File: src/rtl/spi_sclk_pkg.sv
package spi_sclk_pkg;

    localparam int CODE_W    = 5;
    localparam int RATIO_W   = CODE_W;
    localparam int MIN_RATIO = 2;

    typedef logic [CODE_W-1:0]  code_t;
    typedef logic [RATIO_W-1:0] ratio_t;

    typedef struct packed {
        ratio_t ratio;
        ratio_t half;
        logic   cpol;
        logic   cpha;
        logic   late;
    } sclk_cfg_t;

    function automatic ratio_t code_to_ratio(input code_t c);
        ratio_t r;
        if (c[CODE_W-1]) begin
            r = {c[CODE_W-2:0], 1'b0};
        end else begin
            r = ratio_t'(c);
        end
        if (r < ratio_t'(MIN_RATIO)) begin
            r = ratio_t'(MIN_RATIO);
        end
        return r;
    endfunction

    function automatic ratio_t lead_point(input ratio_t r);
        logic [RATIO_W:0] t;
        t = {1'b0, r} + {{RATIO_W{1'b0}}, 1'b1};
        return t[RATIO_W:1];
    endfunction

endpackage

File: src/rtl/sclk_cfg_latch.sv
module sclk_cfg_latch
    import spi_sclk_pkg::*;
(
    input  logic      clk,
    input  logic      rst,
    input  logic      load,
    input  code_t     code,
    input  logic      cpol,
    input  logic      cpha,
    input  logic      late,
    output sclk_cfg_t cfg_q
);

    sclk_cfg_t cfg_d;

    always_comb begin
        cfg_d.ratio = code_to_ratio(code);
        cfg_d.half  = lead_point(cfg_d.ratio);
        cfg_d.cpol  = cpol;
        cfg_d.cpha  = cpha;
        cfg_d.late  = late;
    end

    always_ff @(posedge clk) begin
        if (rst) begin
            cfg_q.ratio <= ratio_t'(MIN_RATIO);
            cfg_q.half  <= lead_point(ratio_t'(MIN_RATIO));
            cfg_q.cpol  <= 1'b0;
            cfg_q.cpha  <= 1'b0;
            cfg_q.late  <= 1'b0;
        end else if (load) begin
            cfg_q <= cfg_d;
        end
    end

    AST_RATIO_LEGAL: assert property (@(posedge clk) disable iff (rst)
        (cfg_q.ratio >= ratio_t'(MIN_RATIO)) && (cfg_q.half < cfg_q.ratio));

endmodule

File: src/rtl/sclk_phase_cnt.sv
module sclk_phase_cnt
    import spi_sclk_pkg::*;
(
    input  logic   clk,
    input  logic   rst,
    input  logic   run,
    input  ratio_t ratio,
    input  ratio_t half,
    output logic   active,
    output logic   start,
    output logic   lead_hit,
    output logic   trail_hit
);

    ratio_t cnt_q;
    logic   active_q;

    assign active    = active_q;
    assign start     = run && !active_q;
    assign lead_hit  = active_q && (cnt_q == half - ratio_t'(1));
    assign trail_hit = active_q && (cnt_q == ratio - ratio_t'(1));

    always_ff @(posedge clk) begin
        if (rst) begin
            active_q <= 1'b0;
            cnt_q    <= '0;
        end else if (!active_q) begin
            active_q <= run;
            cnt_q    <= '0;
        end else if (trail_hit) begin
            active_q <= run;
            cnt_q    <= '0;
        end else begin
            cnt_q    <= cnt_q + ratio_t'(1);
        end
    end

    AST_CNT_BOUND: assert property (@(posedge clk) disable iff (rst)
        active_q |-> (cnt_q < ratio));

    AST_STOP_AT_BOUNDARY: assert property (@(posedge clk) disable iff (rst)
        (active_q && !trail_hit) |=> active_q);

endmodule

File: src/rtl/sclk_edge_out.sv
module sclk_edge_out (
    input  logic clk,
    input  logic rst,
    input  logic cpol_live,
    input  logic cpol_lat,
    input  logic cpha_lat,
    input  logic late_lat,
    input  logic active,
    input  logic lead_hit,
    input  logic trail_hit,
    output logic sclk,
    output logic launch_stb,
    output logic sample_stb
);

    logic sclk_q;
    logic launch_q;
    logic sample_q;
    logic sample_on_trail;

    assign sample_on_trail = cpha_lat ^ late_lat;

    always_ff @(posedge clk) begin
        if (rst) begin
            sclk_q   <= cpol_live;
            launch_q <= 1'b0;
            sample_q <= 1'b0;
        end else begin
            if (lead_hit) begin
                sclk_q <= ~cpol_lat;
            end else if (trail_hit) begin
                sclk_q <= cpol_lat;
            end else if (!active) begin
                sclk_q <= cpol_live;
            end
            launch_q <= cpha_lat ? lead_hit : trail_hit;
            sample_q <= sample_on_trail ? trail_hit : lead_hit;
        end
    end

    assign sclk       = sclk_q;
    assign launch_stb = launch_q;
    assign sample_stb = sample_q;

    AST_STROBE_ON_EDGE: assert property (@(posedge clk) disable iff (rst)
        (launch_q || sample_q) |-> (sclk_q != $past(sclk_q)));

    AST_LAUNCH_ONE_CYCLE: assert property (@(posedge clk) disable iff (rst)
        launch_q |=> !launch_q);

    AST_SAMPLE_ONE_CYCLE: assert property (@(posedge clk) disable iff (rst)
        sample_q |=> !sample_q);

    AST_IDLE_LEVEL: assert property (@(posedge clk) disable iff (rst)
        (!active && !$past(active)) |-> (sclk_q == $past(cpol_live)));

endmodule

File: src/rtl/spi_sclk_prescaler.sv
module spi_sclk_prescaler
    import spi_sclk_pkg::*;
(
    input  logic              clk,
    input  logic              rst,
    input  logic [CODE_W-1:0] div_code,
    input  logic              cpol,
    input  logic              cpha,
    input  logic              late_capture,
    input  logic              run,
    output logic              sclk,
    output logic              launch_stb,
    output logic              sample_stb
);

    sclk_cfg_t cfg_q;
    logic      active;
    logic      start;
    logic      lead_hit;
    logic      trail_hit;

    sclk_cfg_latch u_cfg (
        .clk   (clk),
        .rst   (rst),
        .load  (start),
        .code  (div_code),
        .cpol  (cpol),
        .cpha  (cpha),
        .late  (late_capture),
        .cfg_q (cfg_q)
    );

    sclk_phase_cnt u_cnt (
        .clk       (clk),
        .rst       (rst),
        .run       (run),
        .ratio     (cfg_q.ratio),
        .half      (cfg_q.half),
        .active    (active),
        .start     (start),
        .lead_hit  (lead_hit),
        .trail_hit (trail_hit)
    );

    sclk_edge_out u_out (
        .clk        (clk),
        .rst        (rst),
        .cpol_live  (cpol),
        .cpol_lat   (cfg_q.cpol),
        .cpha_lat   (cfg_q.cpha),
        .late_lat   (cfg_q.late),
        .active     (active),
        .lead_hit   (lead_hit),
        .trail_hit  (trail_hit),
        .sclk       (sclk),
        .launch_stb (launch_stb),
        .sample_stb (sample_stb)
    );

    AST_CFG_HOLD: assert property (@(posedge clk) disable iff (rst)
        (active && $past(active)) |-> $stable(cfg_q));

    AST_NO_STROBE_IDLE: assert property (@(posedge clk) disable iff (rst)
        !$past(active) |-> (!launch_stb && !sample_stb));

endmodule

File: config.mk
export PLATFORM = sky130hd
export DESIGN_NAME = spi_sclk_prescaler
export DESIGN_NICKNAME = d
export VERILOG_FILES = /design/src/rtl/spi_sclk_pkg.sv /design/src/rtl/sclk_cfg_latch.sv /design/src/rtl/sclk_phase_cnt.sv /design/src/rtl/sclk_edge_out.sv /design/src/rtl/spi_sclk_prescaler.sv
export SDC_FILE = /design/constraint.sdc
export NUM_CORES = 1
export LEC_CHECK = 0
export BUFFER_PORTS_ARGS = -buffer_cell sky130_fd_sc_hd__clkbuf_2
export CAP_MARGIN = 10
export CORE_UTILIZATION = 59
export CTS_BUF_LIST = sky130_fd_sc_hd__clkbuf_8
export DETAILED_ROUTE_END_ITERATION = 10
export GPL_ROUTABILITY_DRIVEN = 0
export GPL_TIMING_DRIVEN = 0
export PLACE_DENSITY = 0.79
export SLEW_MARGIN = 20
export SYNTH_ARGS = -nofsm -noshare
export SYNTH_HDL_FRONTEND = slang
export SYNTH_SLANG_ARGS = --single-unit
File: constraint.sdc
create_clock -name clk -period 2.7 [get_ports clk]
set_input_delay 0.27 -clock clk [delete_from_list [all_inputs] [get_ports clk]]
set_output_delay 0.27 -clock clk [all_outputs]
set_load 0.02 [all_outputs]
==> results.md, run 1 <==
* Status: finished, final reports clean
* Initial antenna violation count at 0
* DR WL met3 at 106 µm
* Data arrival time of the worst path at 2.20 ns
* Die Height at about 48 µm
* Synth Area per Inst at 8.688 µm²
* Clk slew on worst S/H paths at ~0.08 ns
* Warnings from Yosys at 0
* Total gr overflow at 0
* Initial DRT Pass Iterations at 4
* RSZ-0062 raised after global routing: no
* Syn Nets at roughly 160
* Final ANT Viol Nets at 0
* Ant diodes at 0
* WS Path Type: flop to flop
* DRT iter0 DRCs at 23
* Most numerous cell in the Yosys netlist: dfxtp_1
* Die area at 2278 µm²
* Ys async rst share at 0%
* H-tree level count at 1
* CP most frequent cell: or3_1
* First-pass GRT wire length at 3663 µm
* Synth Flop Type: dfxtp_1
* Max Clock Skew at approximately 0.008 ns
* EDFF count, synth at 1
* Top sig layer: met4
* Worst-Margin Slew at 0.5284 ns
* Post-route cell area at approximately 1400 µm²
* Worst Setup End Kind: flop
* Vias in the first global route at 853
* Via Count at 1045
* Yosys top cell by area: dfxtp_1
* Final WL at around 2400 µm
* Final setup fails at 0
* Delay-heaviest family, CP: simple AND/OR/NAND/NOR gates
* Clk_lat worst skew at 0.27 ns
* Port Buf Inserts at 12
* Final Hold Fails at 0
* Buf/Inv on CP at 2
* Largest net degree at the start of global routing at 14
* Slew Viols, Final at 0
* Area growth syn-to-layout at 13.39%
* Syn Std Cell Area at 1234 µm²
* Fin crit period at 2.213 ns
* Met2 routed WL at 1169 µm
* Worst EP required at 2.69 ns
* DP Area at 1328 µm²
* Setup bufs post-CTS at 0
* Largest cells by area after synthesis: dfxtp_1 (34%), xnor2_1 (7.1%), nand2_1 (4.6%)
* Crit-path slowest cell: a311oi_2
* Final net count at 174
* Power Density at 590.6 nW/µm²
* # clock sinks at 22
* CTS tree: done
* Fmax at ~450 MHz
* Chip width at 47.73 µm
* Row cnt at 16
* Worst vdd ir at 0.5062 mV
* Starting Density at 62.88%
* Number of CTS-inserted buffers at 3
* Per-cell routed wire length at 12.98 µm
* Final TNS setup at 0 ns
* Crit path launch type: flop
* Reg area at approximately 450 µm²
* Final worst-path cycle share at 81.97%
* Most instantiated cells after synthesis: dfxtp_1 (21), nand2_1 (15), nor2_1 (13)
* Number of fill cells at 170
* Post-Route Utilization at 71.30%
* Fin Hold WS at about 0.21 ns
* Multi-input gate area at 715.7 µm²
* Residual DRC at 0
* Cell count after synthesis at 142
* CTS Hold Bufs at 0
* Synth top area share at 34.08%
* Post_cts resized at 0
* Deepest clock path buffer count at 2
* CP cell instances: inv_1, ha_1, or3_1, a311oi_2, or3_1, buf_6, or2_1
* Total track usage at 23.95%
* Share of cells above drive strength 1 at 13.29%
* Max cap viols at 0
* Worst Hold Class: input port to flop
* Post-DP HPWL at 1790 µm
* Worst-path maximum fanout at 7
* Netlist cell types at 40
* Core Box Area at 1962 µm²
* CTS root buf: clkbuf_8
* Vias/cell at 5.649
* Synthesized flop and latch total at 22
* Io pins at 14
* Headroom to the max-slew limit at 64.70%
* Wire length on met1 at approximately 1100 µm
* Max stage delay on crit path at 0.46 ns
* Post-synthesis sequential area ratio at 36.51%
* Leak Pwr at between 0.5 and 0.6 nW
where the power goes:
part	internal [W]	leakage [nW]	switching (W)
Sequential	0.000349	0.182	0.0000196
Combinational	0.0000667	0.338	0.0000841
Clock	0.000198	0.0357	0.000108
per-layer routing:
layer	track usage, %	vias up
met5	0	-
met4	6.667	0
met3	7.925	4
met2	38.65	25
met1	30.57	484
li1	-	532
flip-flops by register name, summed over array words and instances, names as in the netlist:
| signal | flops |
|---|---|
| u_out.launch_stb | 1 |
| u_cnt.cnt_q | 5 |
| u_out.sample_stb | 1 |
| u_cnt.active | 1 |
| u_out.sclk | 1 |
| u_cfg.cfg_q | 13 |
logic make-up after synthesis:
logic type      synth area share (%)
flops                          36.51
simple gates                   23.94
buf+inv                        5.476
fa+ha+maj                      4.057
xor+xnor                       11.36
compound gates                 17.04
mux                            1.623
final timing paths:
path | slack [ns] | cells past startpoint | startpoint | endpoint
min | 0.21 | 3 | late_capture | u_cfg.cfg_q[0]
max | 0.49 | 7 | u_cfg.cfg_q[8] | u_out.sclk
min reg2reg | 0.47 | 2 | u_cfg.cfg_q[4] | u_cfg.cfg_q[4]
max reg2reg | 0.49 | 7 | u_cfg.cfg_q[8] | u_out.sclk
stage by stage:
step                      worst slack, ns   power, W  instances
after floorplan                    0.7089  0.0004867        142
after global placement             0.5568  0.0005198        181
after detailed placement           0.5110  0.0005262        181
after CTS                          0.4830  0.0008254        185
after global routing               0.3809  0.0008644        185
final                              0.4869  0.0008261        185
worst reg2reg max path: cells and delay by family, from the launching register on:
family | cells | cell delay [ns]
fa+ha+maj | 1 | 0.21
buf+inv | 2 | 0.18
flops | 1 | 0.39
compound gates | 1 | 0.46
simple gates | 3 | 0.68
layout make-up:
cell class	count	area share, %
well taps	27	2.415
flip-flops and latches	22	32.20
plain buffers	6	2.683
multi-input cells	106	51.16
repair buffers	12	4.293
clock inverters	1	2.147
clock buffers	3	2.952
inverters	8	2.147
cells in the final DEF, fill, tap and decap left out, drive strengths merged, types with 2 or more instances in the layout:
master | Yosys | routed
dfxtp | 21 | 21
clkbuf | 4 | 19
nand2 | 15 | 15
nor2 | 13 | 13
xnor2 | 10 | 10
a21oi | 9 | 9
inv | 8 | 8
xor2 | 6 | 6
a211oi | 4 | 4
nand3 | 4 | 4
ha | 4 | 4
nor3 | 3 | 3
nor2b | 3 | 3
a211o | 3 | 3
nand3b | 3 | 3
o21ai | 3 | 3
nor3b | 2 | 2
buf | 2 | 2
or3 | 2 | 2
o211ai | 2 | 2
mux2i | 2 | 2
and4b | 2 | 2
a311oi | 2 | 2
Note: power is estimated with default switching activity, not from simulation.
==> inputs of run 2 (changes only) <==
--- a/config.mk
+++ b/config.mk
@@ -7,12 +7,12 @@
 export LEC_CHECK = 0
 export BUFFER_PORTS_ARGS = -buffer_cell sky130_fd_sc_hd__clkbuf_2
 export CAP_MARGIN = 10
-export CORE_UTILIZATION = 59
+export CORE_UTILIZATION = 54
 export CTS_BUF_LIST = sky130_fd_sc_hd__clkbuf_8
 export DETAILED_ROUTE_END_ITERATION = 10
 export GPL_ROUTABILITY_DRIVEN = 0
 export GPL_TIMING_DRIVEN = 0
-export PLACE_DENSITY = 0.79
+export PLACE_DENSITY = 0.76
 export SLEW_MARGIN = 20
 export SYNTH_ARGS = -nofsm -noshare
 export SYNTH_HDL_FRONTEND = slang
==> constraint.sdc (replaced) <==
create_clock -name clk -period 2 [get_ports clk]
set_input_delay 0.2 -clock clk [delete_from_list [all_inputs] [get_ports clk]]
set_output_delay 0.2 -clock clk [all_outputs]
set_load 0.02 [all_outputs]
==> run 2 against run 1 <==
  * Register-to-register slack lost 0.47 ns
  * Clock-buffer cell count is the same
  * Sequential power grew 37%
  * Cell count grew 3.8%
  * Die area grew 8.9%
  * Clock skew shrank 0.0056 ns
  * First-iteration DRC count grew 4.3%
  * Critical path depth is the same
  * Combinational power grew 72%
  * Wire length grew 23%
  * Largest power group unchanged
  * Highest routed layer unchanged
==> results.md, run 2 (synthesized netlist as in run 1, its figures left out) <==
* Port Buf Inserts at 12 (unchanged)
* Worst-Margin Slew at 0.4975 ns (-0.03088 ns)
* Hold_sp: late_capture
* Worst Setup End Kind: flop
* Vias/cell at 5.854 (+3.6%)
* Setup crit start: u_cfg.cfg_q[3]
* CTS root buf: clkbuf_8
* Worst-path maximum fanout at 4 (-3)
* Clk_lat worst skew at 0.27 ns (about the same)
* Share of cells above drive strength 1 at 24.85% (+12 points)
* Clk slew on worst S/H paths at 0.08 ns (about the same)
* Post-DP HPWL at 1977 µm (+11%)
* Slew Viols, Final at 0 (unchanged)
* Vias in the first global route at 1012 (+19%)
* Fmax at 503.9 MHz (+12%)
* Max Clock Skew at 0.002456 ns (-0.005568 ns)
* Initial antenna violation count at 0 (unchanged)
* Placed Cells at 181 (unchanged)
* Initial DRT Pass Iterations at 4 (unchanged)
* # clock sinks at 22 (unchanged)
* Worst Hold Class: input port to flop
* RSZ-0062 raised after global routing: yes
* Met2 routed WL at 1480 µm (+27%)
* CTS tree: done
* Max cap viols at 0 (unchanged)
* Largest register FFs at 13 (unchanged)
* WS Path Type: flop to flop
* Largest net degree at the start of global routing at 14 (unchanged)
* Per-cell routed wire length at 15.34 µm (+18%)
* Power Density at 779.9 nW/µm² (+32%)
* Chip width at 49.80 µm (+4.3%)
* Post-route cell area at 1523 µm² (+8.9%)
* Leak Pwr at 0.5972 nW (+7.5%)
* Ant diodes at 0 (unchanged)
* Io pins at 14 (unchanged)
* Final ANT Viol Nets at 0 (unchanged)
* Worst vdd ir at 0.5283 mV (+4.4%)
* Worst R2R Start: u_cfg.cfg_q[3]
* Final worst-path cycle share at 99.23% (+17 points)
* Core Box Area at 2062 µm² (+5.1%)
* Crit path launch type: flop
* Hold Path Stages at 3 (unchanged)
* Layout Cells excl Fill at 192 (+3.8%)
* DRT iter0 DRCs at 24 (+4.3%)
* Internal power at 0.0008619 W (+40%)
* Commonest cells after routing, fill and taps aside: dfxtp_1 (16), nand2_1 (15), nor2_1 (13)
* H-tree level count at 1 (unchanged)
* Total track usage at 25.74% (+1.8 points)
* Data arrival time of the worst path at 2.01 ns (-0.19 ns)
* Fin crit period at 1.985 ns (-0.2285 ns)
* First-pass GRT wire length at 4733 µm (+29%)
* Largest register by flop count: u_cfg.cfg_q
* Net switching power of the design at 0.0003257 W (+54%)
* Number of CTS-inserted buffers at 3 (unchanged)
* Biggest regs: u_cfg.cfg_q (13), u_cnt.cnt_q (5)
* Final net count at 181 (+4.0%)
* CTS Hold Bufs at 0 (unchanged)
* DP Area at 1328 µm² (unchanged)
* Design Power at 0.001188 W (+44%)
* Via Count at 1124 (+7.6%)
* Wire length on met1 at 1329 µm (+21%)
* Combinational share of power at 21.8% (+3.5 points)
* R2R cell count at 7 (unchanged)
* Starting Density at 59.83% (-3.1 points)
* Die area at 2480 µm² (+8.9%)
* Total gr overflow at 0 (unchanged)
* Seq pwr share at 42.5% (-2.1 points)
* Die Height at 49.80 µm (+4.3%)
* Headroom to the max-slew limit at 66.71% (+2.0 points)
* Residual DRC at 0 (unchanged)
* Status: finished, final reports clean
* Final WL at 2945 µm (+23%)
* Hold endpoint: u_cfg.cfg_q[0]
* Area growth syn-to-layout at 23.43%
* Top sig layer: met4
* Final Hold Fails at 0 (unchanged)
* Worst EP required at 2.02 ns (-0.67 ns)
* Switching share of power at 27.43% (+1.8 points)
* FF-to-FF End: u_out.sclk
* Commonest non-fill, non-tap cell in the layout: dfxtp_1
* Clk pwr share at 35.6% (-1.5 points)
* Final setup fails at 0 (unchanged)
* Row cnt at 16 (unchanged)
* DR WL met3 at 113 µm (+6.6%)
* Worst reg-to-reg setup slack at 0.02 ns (-0.47 ns)
* Deepest clock path buffer count at 2 (unchanged)
[run 2: cell count changes in the layout (fill, tap and decap cells not counted), sizes merged]
cell and change:
buf +7
[run 2: worst max path at each step]
stage | endpoint | slack (ns) | depth (start not counted)
detailed placement | u_out.sclk | -0.21 | 7
CTS | u_out.sclk | -0.05 | 8
finish | u_out.sclk | 0.02 | 7
global placement | u_out.sclk | -0.19 | 7
floorplan | u_out.sclk | 0.009 | 7
global route | u_out.sclk | -0.1 | 7
[run 2: layer usage]
layer,vias up,GRT usage [%]
li1,546,-
met2,25,44.14
met5,-,0
met1,549,31.94
met3,4,4.012
met4,0,10.00
[run 2: repair_timing]
action,CTS,global route
pin swaps,2,9
setup buffers,3,5
endpoints found under the setup margin,8,2
resized for setup,3,14
gates cloned,0,0
[run 2: final cells by class]
type	instances	area (µm²)
multi-input cells	106	784.5
fillers	161	539.3
flip-flops and latches	22	456.7
repair buffers	20	120.1
clock buffers	3	41.29
well taps	27	33.78
clock inverters	1	30.03
inverters	8	30.03
plain buffers	5	26.28
[run 2: through the flow]
step	setup TNS [ns]	util (%)	hold WS (ns)	setup WS [ns]
detailed placement	-0.3338	64.38	0.4414	-0.2139
finish	0	73.85	0.1494	0.01542
floorplan	0	-	0.3360	0.008885
global placement	-0.2525	64.38	0.4246	-0.1930
CTS	-0.04555	70.15	0.1544	-0.04555
global route	-0.1168	73.85	0.1746	-0.09664
[run 2: worst max-delay path: stages (launching register included)]
cell and delay [ns]:
dfxtp_2 0.36, inv_1 0.07, ha_2 0.31, xor2_1 0.15, o211ai_1 0.18, a2111oi_4 0.41
nand4b_1 0.18, nand3b_1 0.08
[run 2: power groups by stage]
stage	Clock [W]	Combinational (W)	Sequential [W]
CTS	0.000424	0.000229	0.000499
global placement	0	0.000197	0.000506
finish	0.000423	0.000259	0.000505
floorplan	0	0.000148	0.000509
global route	0.000441	0.000284	0.000509
detailed placement	0	0.000205	0.000509
==> inputs of run 3 (changes only) <==
--- a/config.mk
+++ b/config.mk
@@ -13,6 +13,7 @@
 export GPL_ROUTABILITY_DRIVEN = 0
 export GPL_TIMING_DRIVEN = 0
 export PLACE_DENSITY = 0.76
+export RECOVER_POWER = 50
 export SLEW_MARGIN = 20
 export SYNTH_ARGS = -nofsm -noshare
 export SYNTH_HDL_FRONTEND = slang
==> run 3 against run 2 <==
  * Combinational power barely moved
  * Die area is the same
  * Sequential power hardly changed
  * Wire length increased by 0.27%
  * Hold slack hardly changed
  * Sequential cell count stayed put
  * Global-route usage unchanged
  * Critical endpoint unchanged
==> results.md, run 3 (synthesized netlist as in run 1, its figures left out) <==
* Max stage delay on crit path at 0.41 ns (about the same)
* First-pass GRT wire length at 4733 µm (unchanged)
* Deepest clock path buffer count at 2 (unchanged)
* Worst Hold Class: input port to flop
* Largest net degree at the start of global routing at 14 (unchanged)
* Power Density at 781.6 nW/µm² (+0.22%)
* Largest register by flop count: u_cfg.cfg_q
* Leak Pwr at 0.5874 nW (-1.6%)
* Max Clock Skew at 0.002881 ns (+0.0004243 ns)
* Initial DRT Pass Iterations at 4 (unchanged)
* Hold endpoint: u_cfg.cfg_q[0]
* Worst R2R Start: u_cfg.cfg_q[3]
* Final setup fails at 0 (unchanged)
* # clock sinks at 22 (unchanged)
* Share of cells above drive strength 1 at 23.03% (-1.8 points)
* Post-route cell area at 1519 µm² (-0.25%)
* Worst reg-to-reg setup slack at 0.02 ns (about the same)
* CTS root buf: clkbuf_8
* Vias/cell at 5.828 (-0.44%)
* RSZ-0062 raised after global routing: yes
* DRT iter0 DRCs at 24 (unchanged)
* Ant diodes at 0 (unchanged)
* Worst EP required at 2.02 ns (about the same)
* Final worst-path cycle share at 99.17% (about the same)
* Commonest cells after routing, fill and taps aside: dfxtp_1 (16), nand2_1 (15), nor2_1 (13)
* Starting Density at 59.83% (unchanged)
* Per-cell routed wire length at 15.38 µm (+0.27%)
* Design Power at 0.001187 W (about the same)
* R2R cell count at 7 (unchanged)
* Via Count at 1119 (-0.44%)
* Die area at 2480 µm² (unchanged)
* Slew Viols, Final at 0 (unchanged)
* Hold Path Stages at 3 (unchanged)
* Total track usage at 25.74% (unchanged)
* H-tree level count at 1 (unchanged)
* FF-to-FF End: u_out.sclk
* Data arrival time of the worst path at 2.01 ns (about the same)
* Fmax at 504.2 MHz (about the same)
* Fin crit period at 1.983 ns (-0.001199 ns)
* Vias in the first global route at 1012 (unchanged)
* Post-DP HPWL at 1977 µm (unchanged)
* Clk_lat worst skew at 0.27 ns (about the same)
* Crit-path slowest cell: a2111oi_4
* Final Hold Fails at 0 (unchanged)
* Area growth syn-to-layout at 23.12%
* Core Box Area at 2062 µm² (unchanged)
* Io pins at 14 (unchanged)
* Commonest non-fill, non-tap cell in the layout: dfxtp_1
* Worst Setup End Kind: flop
* Die Height at 49.80 µm (unchanged)
* Status: finished, final reports clean
* Worst-Margin Slew at 0.4982 ns (+0.0006672 ns)
* DP Area at 1328 µm² (unchanged)
* CP cell instances: inv_1, ha_2, xor2_1, o211ai_1, a2111oi_4, nand4b_1, nand3b_1
* Worst-path maximum fanout at 4 (unchanged)
* CTS tree: done
* WS Path Type: flop to flop
* Chip width at 49.80 µm (unchanged)
* Clk slew on worst S/H paths at 0.09 ns (about the same)
* Total gr overflow at 0 (unchanged)
* Port Buf Inserts at 12 (unchanged)
* Largest register FFs at 13 (unchanged)
* Worst vdd ir at 0.5298 mV (+0.28%)
* Initial antenna violation count at 0 (unchanged)
* Final ANT Viol Nets at 0 (unchanged)
* Final net count at 181 (unchanged)
* Final WL at 2953 µm (+0.27%)
* Hold_sp: late_capture
* Residual DRC at 0 (unchanged)
* Crit path launch type: flop
* Row cnt at 16 (unchanged)
* Headroom to the max-slew limit at 66.66% (about the same)
* Number of CTS-inserted buffers at 3 (unchanged)
* Number of fill cells at 164 (+1.9%)
* Max cap viols at 0 (unchanged)
* Biggest regs: u_cfg.cfg_q (13), u_cnt.cnt_q (5)
-- run 3: cell counts in the layout (fill, tap and decap cells not counted) --
Identical to the previous run, type by type.
-- run 3: timing repair --
action / 4_1_cts / 5_1_grt
resized for setup: 3 / 14
buffers inserted: 3 / 5
pin swaps: 2 / 9
setup endpoints to repair: 8 / 2
hold buffers: 0 / 0
-- run 3: critical path: cells and delay by family, from the launching register on --
family / cells / cell delay, ns
adder cells (fa/ha/maj): 1 / 0.31
buffers and inverters: 1 / 0.07
AO/OA/AOI/OAI: 2 / 0.59
AND/OR/NAND/NOR: 2 / 0.26
XOR/XNOR: 1 / 0.15
flip-flops: 1 / 0.36
-- run 3: how the worst max path moves through the flow --
| stage | endpoint | slack (ns) | cells past startpoint | from |
|---|---|---|---|---|
| finish | u_out.sclk | 0.02 | 7 | u_cfg.cfg_q[3] |
| global route | u_out.sclk | -0.1 | 7 | u_cfg.cfg_q[3] |
| CTS | u_out.sclk | -0.05 | 8 | u_cfg.cfg_q[9] |
| detailed placement | u_out.sclk | -0.21 | 7 | u_cfg.cfg_q[8] |
| global placement | u_out.sclk | -0.19 | 7 | u_cfg.cfg_q[8] |
| floorplan | u_out.sclk | 0.009 | 7 | u_cfg.cfg_q[8] |
-- run 3: routing by layer --
metal	global-route usage (%)	vias to the layer above	share of wire, %
met4	10.00	0	0.71
met2	44.14	23	50
li1	-	546	-
met1	31.94	546	46
met3	4.012	4	3.0
met5	0	-	0
-- run 3: cell type report --
type / count / area, µm² / share of cell area, %
sequential: 22 / 456.7 / 30.07
multi-input combinational: 106 / 784.5 / 51.65
buffer: 5 / 26.28 / 1.730
tap: 27 / 33.78 / 2.224
inverter: 8 / 30.03 / 1.977
clock buffer: 3 / 41.29 / 2.718
clock inverter: 1 / 30.03 / 1.977
timing repair buffer: 20 / 116.4 / 7.661
-- run 3: power by group --
part / leakage [nW] / switching, W / internal, W / total, W
clock network: 0.0357 / 0.000157 / 0.000268 / 0.000424
logic: 0.369 / 0.000138 / 0.000120 / 0.000258
registers: 0.182 / 0.0000320 / 0.000473 / 0.000505
-- run 3: per-stage QoR --
step	cells	worst slack, ns	util, %	setup TNS, ns	hold WS, ns
after detailed placement	181	-0.2139	64.38	-0.3338	0.4414
after floorplan	142	0.008885	-	0	0.3360
after CTS	188	-0.04555	70.15	-0.04555	0.1544
after global routing	192	-0.09664	73.67	-0.1168	0.1746
final	192	0.01662	73.67	0	0.1490
after global placement	181	-0.1930	64.38	-0.2525	0.4246
